**src/rtl/irqmap_pkg.sv**
```systemverilog
package irqmap_pkg;
   // Packed level table, entry i at bits [4*i +: 4]: 0,1,4,6,8,10,0,14
   localparam logic [31:0] DEF_LVL_MAP = 32'hE0A8_6410;
   localparam logic [7:0]  DEF_WMASK   = 8'hBF;
   localparam logic [7:0]  DEF_CTRL_RST = 8'h01;

   typedef enum logic { OUT_COMB = 1'b0, OUT_FLOP = 1'b1 } out_style_e;
endpackage

```
**src/rtl/irqmap_ctrl_reg.sv**
```systemverilog
module irqmap_ctrl_reg #(
   parameter int          DW      = 8,
   parameter logic [DW-1:0] WMASK = 8'hBF,
   parameter logic [DW-1:0] RST_VAL = 8'h01
) (
   input  logic          clk_i,
   input  logic          rst_i,
   input  logic          sel_i,
   input  logic          we_i,
   input  logic [DW-1:0] wdata_i,
   output logic [DW-1:0] ctrl_d_o,
   output logic [DW-1:0] ctrl_q_o
);
   logic wr_hit;
   assign wr_hit = sel_i & we_i;

   always_comb begin
      ctrl_d_o = ctrl_q_o;
      if (wr_hit) ctrl_d_o = wdata_i & WMASK;
   end

   always_ff @(posedge clk_i) begin
      if (rst_i) ctrl_q_o <= RST_VAL;
      else       ctrl_q_o <= ctrl_d_o;
   end
endmodule

```
**src/rtl/irqmap_pending.sv**
```systemverilog
module irqmap_pending #(
   parameter int NREQ = 8,
   parameter int LW   = 4,
   parameter logic [NREQ*LW-1:0] LVL_MAP = 32'hE0A8_6410
) (
   input  logic            clk_i,
   input  logic            rst_i,
   input  logic [NREQ-1:0] req_i,
   output logic [NREQ-1:0] pend_d_o,
   output logic [NREQ-1:0] pend_q_o
);
   logic [NREQ-1:0] live_mask;

   for (genvar i = 0; i < NREQ; i++) begin : g_live
      if (LVL_MAP[i*LW +: LW] == '0) begin : g_dead
         assign live_mask[i] = 1'b0;
      end else begin : g_used
         assign live_mask[i] = 1'b1;
      end
   end

   assign pend_d_o = req_i & live_mask;

   always_ff @(posedge clk_i) begin
      if (rst_i) pend_q_o <= '0;
      else       pend_q_o <= pend_d_o;
   end
endmodule

```
**src/rtl/irqmap_level_fold.sv**
```systemverilog
module irqmap_level_fold #(
   parameter int NREQ = 8,
   parameter int NLVL = 16,
   parameter int LW   = 4,
   parameter logic [NREQ*LW-1:0] LVL_MAP = 32'hE0A8_6410
) (
   input  logic [NREQ-1:0] pend_i,
   input  logic            en_i,
   output logic [NLVL-1:0] lvl_o
);
   for (genvar l = 0; l < NLVL; l++) begin : g_lvl
      logic [NREQ-1:0] hits;
      for (genvar i = 0; i < NREQ; i++) begin : g_src
         if (l != 0 && int'(LVL_MAP[i*LW +: LW]) == l) begin : g_on
            assign hits[i] = pend_i[i];
         end else begin : g_off
            assign hits[i] = 1'b0;
         end
      end
      assign lvl_o[l] = en_i & (|hits);
   end
endmodule

```
**src/rtl/irq_level_mapper.sv**
```systemverilog
module irq_level_mapper
   import irqmap_pkg::*;
#(
   parameter int NREQ = 8,
   parameter int NLVL = 16,
   parameter int DW   = 8,
   parameter int EN_BIT = 0,
   parameter logic [NREQ*4-1:0] LVL_MAP = DEF_LVL_MAP,
   parameter logic [DW-1:0] WMASK   = DEF_WMASK,
   parameter logic [DW-1:0] CTRL_RST = DEF_CTRL_RST,
   parameter out_style_e OUT_STYLE = OUT_FLOP
) (
   input  logic            clk_i,
   input  logic            rst_i,
   input  logic [NREQ-1:0] irq_req_i,
   input  logic            reg_sel_i,
   input  logic            reg_we_i,
   input  logic [DW-1:0]   reg_wdata_i,
   output logic [DW-1:0]   reg_rdata_o,
   output logic [NLVL-1:0] level_o,
   output logic [NREQ-1:0] pending_o
);
   localparam int LW = 4;

   if (NLVL > (1 << LW)) begin : g_chk_lvl
      $error("NLVL exceeds table entry range");
   end
   if (EN_BIT >= DW) begin : g_chk_en
      $error("EN_BIT outside control byte");
   end
   for (genvar i = 0; i < NREQ; i++) begin : g_chk_map
      if (int'(LVL_MAP[i*LW +: LW]) >= NLVL) begin : g_bad
         $error("level table entry out of range");
      end
   end

   logic [DW-1:0]   ctrl_d, ctrl_q;
   logic [NREQ-1:0] pend_d, pend_q;

   irqmap_ctrl_reg #(.DW(DW), .WMASK(WMASK), .RST_VAL(CTRL_RST)) u_ctrl (
      .clk_i(clk_i), .rst_i(rst_i), .sel_i(reg_sel_i), .we_i(reg_we_i),
      .wdata_i(reg_wdata_i), .ctrl_d_o(ctrl_d), .ctrl_q_o(ctrl_q));

   irqmap_pending #(.NREQ(NREQ), .LW(LW), .LVL_MAP(LVL_MAP)) u_pend (
      .clk_i(clk_i), .rst_i(rst_i), .req_i(irq_req_i),
      .pend_d_o(pend_d), .pend_q_o(pend_q));

   if (OUT_STYLE == OUT_FLOP) begin : g_flop_out
      logic [NLVL-1:0] lvl_next, lvl_q;
      irqmap_level_fold #(.NREQ(NREQ), .NLVL(NLVL), .LW(LW), .LVL_MAP(LVL_MAP)) u_fold (
         .pend_i(pend_d), .en_i(ctrl_d[EN_BIT]), .lvl_o(lvl_next));
      always_ff @(posedge clk_i) begin
         if (rst_i) lvl_q <= '0;
         else       lvl_q <= lvl_next;
      end
      assign level_o = lvl_q;
   end else begin : g_comb_out
      irqmap_level_fold #(.NREQ(NREQ), .NLVL(NLVL), .LW(LW), .LVL_MAP(LVL_MAP)) u_fold (
         .pend_i(pend_q), .en_i(ctrl_q[EN_BIT]), .lvl_o(level_o));
   end

   assign reg_rdata_o = ctrl_q;
   assign pending_o   = pend_q;
endmodule

```
**config.mk**
```make
export PLATFORM = sky130hd
export DESIGN_NAME = irq_level_mapper
export DESIGN_NICKNAME = d
export VERILOG_FILES = /design/src/rtl/irqmap_pkg.sv /design/src/rtl/irqmap_ctrl_reg.sv /design/src/rtl/irqmap_pending.sv /design/src/rtl/irqmap_level_fold.sv /design/src/rtl/irq_level_mapper.sv
export SDC_FILE = /design/constraint.sdc
export NUM_CORES = 1
export LEC_CHECK = 0
export BUFFER_PORTS_ARGS = -buffer_cell sky130_fd_sc_hd__buf_4
export CELL_PAD_IN_SITES_DETAIL_PLACEMENT = 0
export CELL_PAD_IN_SITES_GLOBAL_PLACEMENT = 1
export CORE_MARGIN = 2
export CORE_UTILIZATION = 28
export DETAILED_ROUTE_END_ITERATION = 10
export PLACE_DENSITY_LB_ADDON = 0.25
export SLEW_MARGIN = 20
export SYNTH_ARGS = -nofsm -noshare
export SYNTH_HDL_FRONTEND = slang
export SYNTH_SLANG_ARGS = --single-unit
```
**constraint.sdc**
```tcl
create_clock -name clk_i -period 0.94 [get_ports clk_i]
set_input_delay 0.188 -clock clk_i [delete_from_list [all_inputs] [get_ports clk_i]]
set_output_delay 0.188 -clock clk_i [all_outputs]
set_load 0.02 [all_outputs]
```
# After elaboration in Yosys (flattened, before gate mapping)
# Index checks and enable logic that the tools add are counted.
dict set report totals {
  elab_cells 14
  out_inout_bits 32
  inputBits 20
  ff_bits 31
}
dict set report classes {
  n_mux 1
  n_bitwise 7
}
# op count
set ops {}
lappend ops {{$and A1 B1 Y1} 7}
lappend ops {{$mux W1} 1}

# Depth between registers and ports, before layout
# Gate-level depths: netlist (run 1).
dict set report depth {
  word_depth 3
  mapped_depth 3
  mapped_depth_nobuf 2
}

# Modules after synthesis
# Synthesis (run 1) repeated with hierarchy kept, for this count alone.
dict set report hier_totals {
  cells_unflattened 113
  hier_area_um2 1181.1
}
# mod instances area_per_inst_um2 cells_each seq_area_each_um2
set modules_own_cells {}
lappend modules_own_cells {irq_level_mapper 1 464.2 33 320.3}
lappend modules_own_cells {irqmap_ctrl_reg 1 364.1 40 160.2}
lappend modules_own_cells {irqmap_pending 1 236.5 23 120.1}
lappend modules_own_cells {irqmap_level_fold 1 116.4 17 0.0}

# Worst setup path before layout (run 1)
# No wires, ideal clock.
dict set report synth_path {
  path_kind {register to register}
  start {register with a tool-made name}
  end {register g_flop_out.lvl_q[10] (netlist: level_o[10])}
  setup_time_ps 76
  path_buffers 0
  t_required_ps 864
  path_slack_ps 37
  synth_period_minus_slack_ps 903
  arrival_ps 828
  stages_incl_launch_ff 3
  path_cell_list {dfxtp_1 > a21bo_2 > a21boi_0}
}
# item line
set synth_rtl {}
lappend synth_rtl {{end signal, assigned} irq_level_mapper.sv:54} ;# else lvl_q <= lvl_next;
lappend synth_rtl {{end, declared} irq_level_mapper.sv:49} ;# logic [NLVL-1:0] lvl_next, lvl_q;

# Worst setup path after layout (run 1)
dict set report layout_path {
  start {register u_ctrl.ctrl_q_o[2]}
  end {output reg_rdata_o[2]}
}
# item line
set layout_rtl {}
lappend layout_rtl {{start, declared} irqmap_ctrl_reg.sv:12} ;# output logic [DW-1:0] ctrl_q_o
lappend layout_rtl {{start signal, assigned} irqmap_ctrl_reg.sv:24} ;# else ctrl_q_o <= ctrl_d_o;
lappend layout_rtl {{end, declared} irq_level_mapper.sv:19} ;# output logic [DW-1:0] reg_rdata_o,
# No word-level cell between the ends.

==> results_dict.tcl, run 1 <==
set metrics [dict create \
    status "finished, violations left" \
    violations "setup timing" \
    cp_num_buf_inv 1 \
    netlist.area_leader.share 0.496 \
    wl_um 1530 \
    postCtsHoldBufs 0 \
    synth_seq_area_share 0.496 \
    avgSynthCellArea_um2 11.1 \
    root_buffer "clkbuf_4" \
    post_cts_buffers 0 \
    crit_start "u_ctrl.ctrl_q_o[2]" \
    io_buffer_count 35 \
    cts_buffer_depth 2 \
    rsz0062_at_grt "yes" \
    num_antenna_cells 0 \
    synth_edf_count 0 \
    max_freq_mhz 1050 \
    netlist-cell-type-count 16 \
    clkPwrFrac 0.252 \
    rows 18 \
    reg2reg_slack_ns 0.06 \
    p_int_mw 1.18 \
    stdcell_count 134 \
    htree_levels 1 \
    placed_area_um2 985 \
    track_usage 0.0957 \
    setup_viol 6 \
    clkSinkCount 19 \
    die_h_um 56.3 \
    cp_cell_sequence "buf_6" \
    crit_required_ns 0.75 \
    end_kind "primary output" \
    clock_skew_ns 0.00199 \
    path_delay_family "flip-flops" \
    power.density_nw_per_um2 1470 \
    placedCellCount 130 \
    grt_pass1_vias 497 \
    cts_resized 38 \
    arrival_ns 0.76 \
    overflow 0 \
    clock_insertion_delay_worst_skew_ns 0.29 \
    io_pins 52 \
    cts.clk_slew.worst_paths_ns 0.11 \
    hold_path_startpoint "irq_req_i[3]" \
    final.period_utilization 1.01 \
    vias 559 \
    switching_share 0.278 \
    core_um2 2540 \
    final_max_slew_viol_count 0 \
    worstSetupPathType "register to primary output" \
    p_leak_nw 0.498 \
    pwr-share-comb 0.208 \
    fin_ws_ns -0.0104 \
    dpl.hpwl_um 1090 \
    dr.pass1.iters 3 \
    cts-buffers-inserted 3 \
    synth_warnings 0 \
    ant_nets 0 \
    routabilityCongestion 0.630 \
    syn2layout_area_growth_pct 44.4 \
    critPathLaunchType "register" \
    crit_path_top_delay_cell "dfxtp_2" \
    hp-class "input port to register" \
    wl_per_cell_um 11.4 \
    drcViolationCount 0 \
    ys_top_cells_by_count "dfxtp_1, buf_4, nand3_1, a21boi_0" \
    syn-cell-area_um2 767 \
    yosys_register_bits 19 \
    grt_pass1_wl_um 2320 \
    die_area_um2 3170 \
    yosysMostFrequentCell "dfxtp_1" \
    hold_viol_final 0 \
    slowest_delay_ns 0.36 \
    synthTopCellsByArea "dfxtp_1, buf_4, a21bo_1" \
    critPathMaxFanout 2 \
    cts_tree "done" \
    finalCriticalPeriod_ns 0.950 \
    ir_drop_mv 0.900 \
    die_w_um 56.3 \
    syn_inst 69 \
    drive_gt1_frac 0.663 \
    grt_max_degree 15 \
    cap_violations 0 \
    fill_cells 247 \
    drtIter0Drc 5 \
    initial_core_util 0.301 \
    viasPerCell 4.17 \
    antenna_found_initial 0 \
    switchingPower_mw 0.454 \
    fin_nets 125 \
    seqPwrFrac 0.540 \
    synthFlopType "dfxtp_1" \
    yosys.area.top_type "dfxtp_1" \
    async_flop_share 0 \
    stdcell_area_um2 1110 \
]
[through the flow]
step                      setup TNS, ns  utilization  total power, mW  setup slack, ns  hold slack (ns)
after floorplan                       0            -             1.11           0.0366            0.268
after global placement                0        0.387             1.20           0.0712            0.418
after detailed placement              0        0.387             1.20           0.0516            0.423
after CTS                        -0.172        0.435             1.65          -0.0260            0.108
after global routing             -0.649        0.435             1.71          -0.0542            0.102
final                           -0.0260        0.435             1.63          -0.0104            0.111
[flip-flops by register name (all words and copies together), names as in the netlist, named ones only]
signal and cells:
level_o 6, u_pend.pend_q_o 6, u_ctrl.ctrl_q_o 6
[placed cells by master (no fill, tap or decap)]
cell / n
a21bo_2: 3
buf_4: 16
clkbuf_4: 3
a21bo_1: 4
nand3_2: 1
nand3_1: 6
nand3b_1: 1
a21boi_0: 5
a21oi_2: 4
clkinv_2: 1
a21boi_1: 1
nor2b_2: 3
nor2b_1: 1
and2b_1: 2
dfxtp_2: 19
a21oi_1: 2
buf_6: 19
conb_1: 13
[cell type report]
cell class                      instances  area [um^2]  share of cell area
Clock inverter                          1         5.00             0.00452
Sequential cell                        19          404               0.365
Tap cell                               30         37.5              0.0339
Clock buffer                            3         22.5              0.0203
Multi-Input combinational cell         46          304               0.275
Timing Repair Buffer                   35          334               0.302
[worst paths after layout]
check / to / cells after the start
min: u_pend.pend_q_o[3] / 2
min reg2reg: u_ctrl.ctrl_q_o[4] / 2
max reg2reg: level_o[10] / 2
max: reg_rdata_o[2] / 1
[power by group through the flow]
stage                     clock network [mW]  logic, mW  registers, mW
after global placement                     0      0.314          0.882
final                                  0.410      0.340          0.880
after detailed placement                   0      0.316          0.883
after global routing                   0.467      0.362          0.885
after floorplan                            0      0.173          0.936
after CTS                              0.426      0.343          0.881
[logic make-up after synthesis]
family | after synthesis | share of synthesized area
AOI/OAI and AO/OA | 19 | 0.209
and+or+nand+nor | 14 | 0.124
buffers and inverters | 16 | 0.166
other | 1 | 0.00489
DFF | 19 | 0.496
[layer usage]
layer | track usage | routed length [um] | share of wire
met1 | 0.125 | 669 | 0.44
met2 | 0.136 | 711 | 0.47
met3 | 0.0138 | 116 | 0.076
met4 | 0.0816 | 27 | 0.018
met5 | 0 | 0 | 0
Power figures use the tool's default switching activity.
==> run 2: changes to the inputs <==
Settings changed: CTS_BUF_LIST set to sky130_fd_sc_hd__clkbuf_16.
==> run 2 against run 1 <==
- the flow now finishes without violations
- setup slack improved by 0.038 ns
- via count rose by 1.3%
- sequential power fell by 2%
- power rose by 25%
- wire length fell by 2.8%
- largest cell class unchanged
- largest power group unchanged
==> results_dict.tcl, run 2 (synthesized netlist as in run 1, its figures left out) <==
set metrics [dict create \
    rr_endpoint "level_o[10]" \
    cts_buffer_depth 2 \
    core_um2 2540 \
    wl_met1_um 629 \
    root_buffer "clkbuf_16" \
    highest_layer "met4" \
    cp_num_buf_inv 1 \
    r2r_cells 2 \
    final_max_slew_viol_count 0 \
    postCtsHoldBufs 0 \
    ant_nets 0 \
    cp_cell_sequence "buf_4" \
    reg2reg_slack_ns 0.08 \
    die_h_um 56.3 \
    num_antenna_cells 0 \
    drcViolationCount 0 \
    vias 566 \
    worstSetupPathType "register to primary output" \
    grt_pass1_wl_um 2290 \
    fin_setup_tns_ns 0 \
    arrival_ns 0.72 \
    drive_gt1_frac 0.500 \
    hold_viol_final 0 \
    end_kind "primary output" \
    dpl.hpwl_um 1090 \
    timing.hold.ws_ns 0.165 \
    final.period_utilization 0.970 \
    p_total_mw 2.04 \
    dr_wl_met3_um 135 \
    track_usage 0.0952 \
    die_w_um 56.3 \
    max_freq_mhz 1100 \
    drtIter0Drc 8 \
    fin_util 0.419 \
    clock_insertion_delay_worst_skew_ns 0.25 \
    clkSinkCount 19 \
    finalCriticalPeriod_ns 0.912 \
    status "finished clean" \
    cp.depth 1 \
    cts_tree "done" \
    die_area_um2 3170 \
    crit_required_ns 0.75 \
    antenna_found_initial 0 \
    io_pins 52 \
    fin_nets 125 \
    initial_core_util 0.301 \
    hold_path_startpoint "irq_req_i[3]" \
    rsz0062_at_grt "no" \
    fill_cells 256 \
    cap_violations 0 \
    post_cts_buffers 0 \
    grt_max_degree 15 \
    wl_met2_um 680 \
    rows 18 \
    clock_skew_ns 0.000532 \
    grt_pass1_vias 475 \
    hp-class "input port to register" \
    cts-buffers-inserted 3 \
    routabilityCongestion 0.630 \
    dr.pass1.iters 2 \
    crit_path_top_delay_cell "dfxtp_1" \
    overflow 0 \
    path_delay_family "flip-flops" \
    ir_drop_mv 1.19 \
    cts.clk_slew.worst_paths_ns 0.05 \
    final_cell_mix "buf_4, dfxtp_1, conb_1" \
    p_leak_nw 0.499 \
    final_common_cell "buf_4" \
    io_buffer_count 35 \
    wl_um 1480 \
    htree_levels 1 \
    crit_end "reg_rdata_o[0]" \
    wl_per_cell_um 11.1 \
    critPathLaunchType "register" \
    viasPerCell 4.22 \
    critPathMaxFanout 2 \
    syn2layout_area_growth_pct 39.2 \
    power.density_nw_per_um2 1910 \
    setup_viol 0 \
    slowest_delay_ns 0.33 \
]
## run 2: cell types whose count changed in the layout (fill, tap and decap cells not counted)
cell,delta
buf_4,+19
buf_6,-19
clkbuf_16,+3
clkbuf_4,-3
dfxtp_1,+17
dfxtp_2,-17
## run 2: layout make-up
| type | instances | area, um^2 | area share |
|---|---|---|---|
| Multi-Input combinational cell | 46 | 304 | 0.285 |
| Clock inverter | 1 | 5.00 | 0.00469 |
| Timing Repair Buffer | 35 | 263 | 0.246 |
| Tap cell | 30 | 37.5 | 0.0352 |
| Clock buffer | 3 | 75.1 | 0.0703 |
| Sequential cell | 19 | 383 | 0.359 |
## run 2: how the worst min path moves through the flow
stage                              end  cells after the start
floorplan           u_pend.pend_q_o[4]                      1
global placement    u_pend.pend_q_o[5]                      2
detailed placement  u_pend.pend_q_o[5]                      2
CTS                 u_pend.pend_q_o[3]                      2
global route        u_pend.pend_q_o[1]                      2
finish              u_pend.pend_q_o[3]                      2
## run 2: layer usage
layer | vias up | global-route usage
met1 | 252 | 0.122
met4 | 0 | 0.0816
met2 | 31 | 0.129
met5 | - | 0
met3 | 4 | 0.0253
li1 | 279 | -
## run 2: per-stage QoR
step | setup slack, ns | cell area (um^2) | instances
floorplan | 0.0366 | 812 | 81
global placement | 0.0712 | 985 | 130
detailed placement | 0.0516 | 985 | 130
CTS | 0.0113 | 1060 | 134
global route | 0.00157 | 1070 | 134
finish | 0.0281 | 1070 | 134
## run 2: where the power goes
group / leakage, nW / total, mW / internal (mW) / switching, mW
sequential: 0.158 / 0.866 / 0.851 / 0.0151
combinational: 0.300 / 0.313 / 0.134 / 0.179
clock: 0.0409 / 0.856 / 0.569 / 0.287
## run 2: what timing repair did
action,in CTS,in global routing
hold endpoints to repair,0,0
resized for setup,0,2
endpoints found under the setup margin,0,2
==> run 3: changes to the inputs <==
Settings changed: PLACE_DENSITY set to 0.81, PLACE_DENSITY_LB_ADDON 0.25 to not set, RECOVER_POWER set to 50.
==> run 3 against run 2 <==
- design area decreased by 0.94%
- combinational power decreased by 2%
- worst hold slack got worse by 0.00079 ns
- power decreased by 1.3%
- flip-flop and latch count unchanged
- critical endpoint unchanged
- largest cell class unchanged
- highest routed layer unchanged
==> results_dict.tcl, run 3 (synthesized netlist as in run 1, its figures left out) <==
set metrics [dict create \
    status "finished clean" \
    max_freq_mhz 1100 \
    core_um2 2540 \
    vias 543 \
    die_w_um 56.3 \
    cts_buffer_depth 2 \
    stdcell_area_um2 1060 \
    initial_core_util 0.301 \
    cap_violations 0 \
    antenna_found_initial 0 \
    routabilityCongestion 0.664 \
    fin_setup_tns_ns 0 \
    power.density_nw_per_um2 1900 \
    viasPerCell 4.05 \
    root_buffer "clkbuf_16" \
    reg2reg_slack_ns 0.07 \
    arrival_ns 0.72 \
    placed_area_um2 985 \
    clkSinkCount 19 \
    finalCriticalPeriod_ns 0.906 \
    setup_viol 0 \
    io_buffer_count 35 \
    p_leak_nw 0.501 \
    path_delay_family "flip-flops" \
    final_common_cell "buf_4" \
    ant_nets 0 \
    worstSetupPathType "register to primary output" \
    hp-class "input port to register" \
    cts-buffers-inserted 3 \
    slowest_delay_ns 0.33 \
    drcViolationCount 0 \
    clock_insertion_delay_worst_skew_ns 0.25 \
    dr.pass1.iters 2 \
    critPathMaxFanout 2 \
    grt_pass1_vias 470 \
    drtIter0Drc 14 \
    rows 18 \
    cp_num_buf_inv 1 \
    fin_util 0.415 \
    cts.clk_slew.worst_paths_ns 0.05 \
    final_max_slew_viol_count 0 \
    ir_drop_mv 1.31 \
    post_cts_buffers 0 \
    final_cell_mix "buf_4, dfxtp_1, conb_1" \
    syn2layout_area_growth_pct 37.8 \
    dpl.hpwl_um 1010 \
    rsz0062_at_grt "no" \
    hold_viol_final 0 \
    crit_required_ns 0.75 \
    placedCellCount 130 \
    die_h_um 56.3 \
    htree_levels 1 \
    wl_um 1410 \
    grt_pass1_wl_um 2250 \
    wl_per_cell_um 10.5 \
    end_kind "primary output" \
    die_area_um2 3170 \
    final.period_utilization 0.963 \
    drive_gt1_frac 0.442 \
    overflow 0 \
    cts_resized 0 \
    fin_nets 125 \
    cp_cell_sequence "buf_4" \
    grt_max_degree 15 \
    critPathLaunchType "register" \
    io_pins 52 \
    postCtsHoldBufs 0 \
    track_usage 0.0957 \
    clock_skew_ns 0.00134 \
    cts_tree "done" \
    crit_path_top_delay_cell "dfxtp_1" \
    stdcell_count 134 \
    num_antenna_cells 0 \
]
-- run 3: changes by cell type in the layout (fill, tap and decap cells not counted), sizes merged --
cell / before / now
clkinv: 1 / 0
clkbuf: 3 / 4
buf: 35 / 34
inv: 0 / 1
-- run 3: cell type report --
type | instances | area [um^2]
multi-input combinational | 46 | 295
fill | 249 | 1490
clock inverter | 1 | 3.75
sequential | 19 | 382
timing repair buffer | 35 | 264
clock buffer | 3 | 75.1
tap | 30 | 37.5
-- run 3: report_power, final --
part / total [mW] / internal [mW] / switching [mW] / leakage, nW
registers: 0.866 / 0.851 / 0.0152 / 0.157
clock network: 0.837 / 0.565 / 0.272 / 0.0423
logic: 0.306 / 0.131 / 0.175 / 0.302
-- run 3: metrics by stage --
stage	total power, mW	hold slack [ns]	setup slack, ns
floorplan	1.11	0.268	0.0366
global placement	1.19	0.417	0.0826
detailed placement	1.20	0.420	0.0521
CTS	2.04	0.164	0.0184
global route	2.09	0.178	0.000128
finish	2.01	0.165	0.0343
-- run 3: final timing paths --
check                           from                  to  cells after the start
setup / recovery            register      reg_rdata_o[0]                      1
hold / removal          irq_req_i[3]  u_pend.pend_q_o[3]                      2
setup reg to reg            register          level_o[8]                      2
hold reg to reg   u_ctrl.ctrl_q_o[7]  u_ctrl.ctrl_q_o[7]                      2
-- run 3: layer usage --
metal,vias to the layer above,track usage,part of all wire
met5,-,0,0
met4,0,0.0816,0.033
met3,4,0.0346,0.11
met2,36,0.119,0.41
met1,228,0.127,0.45
li1,275,-,-
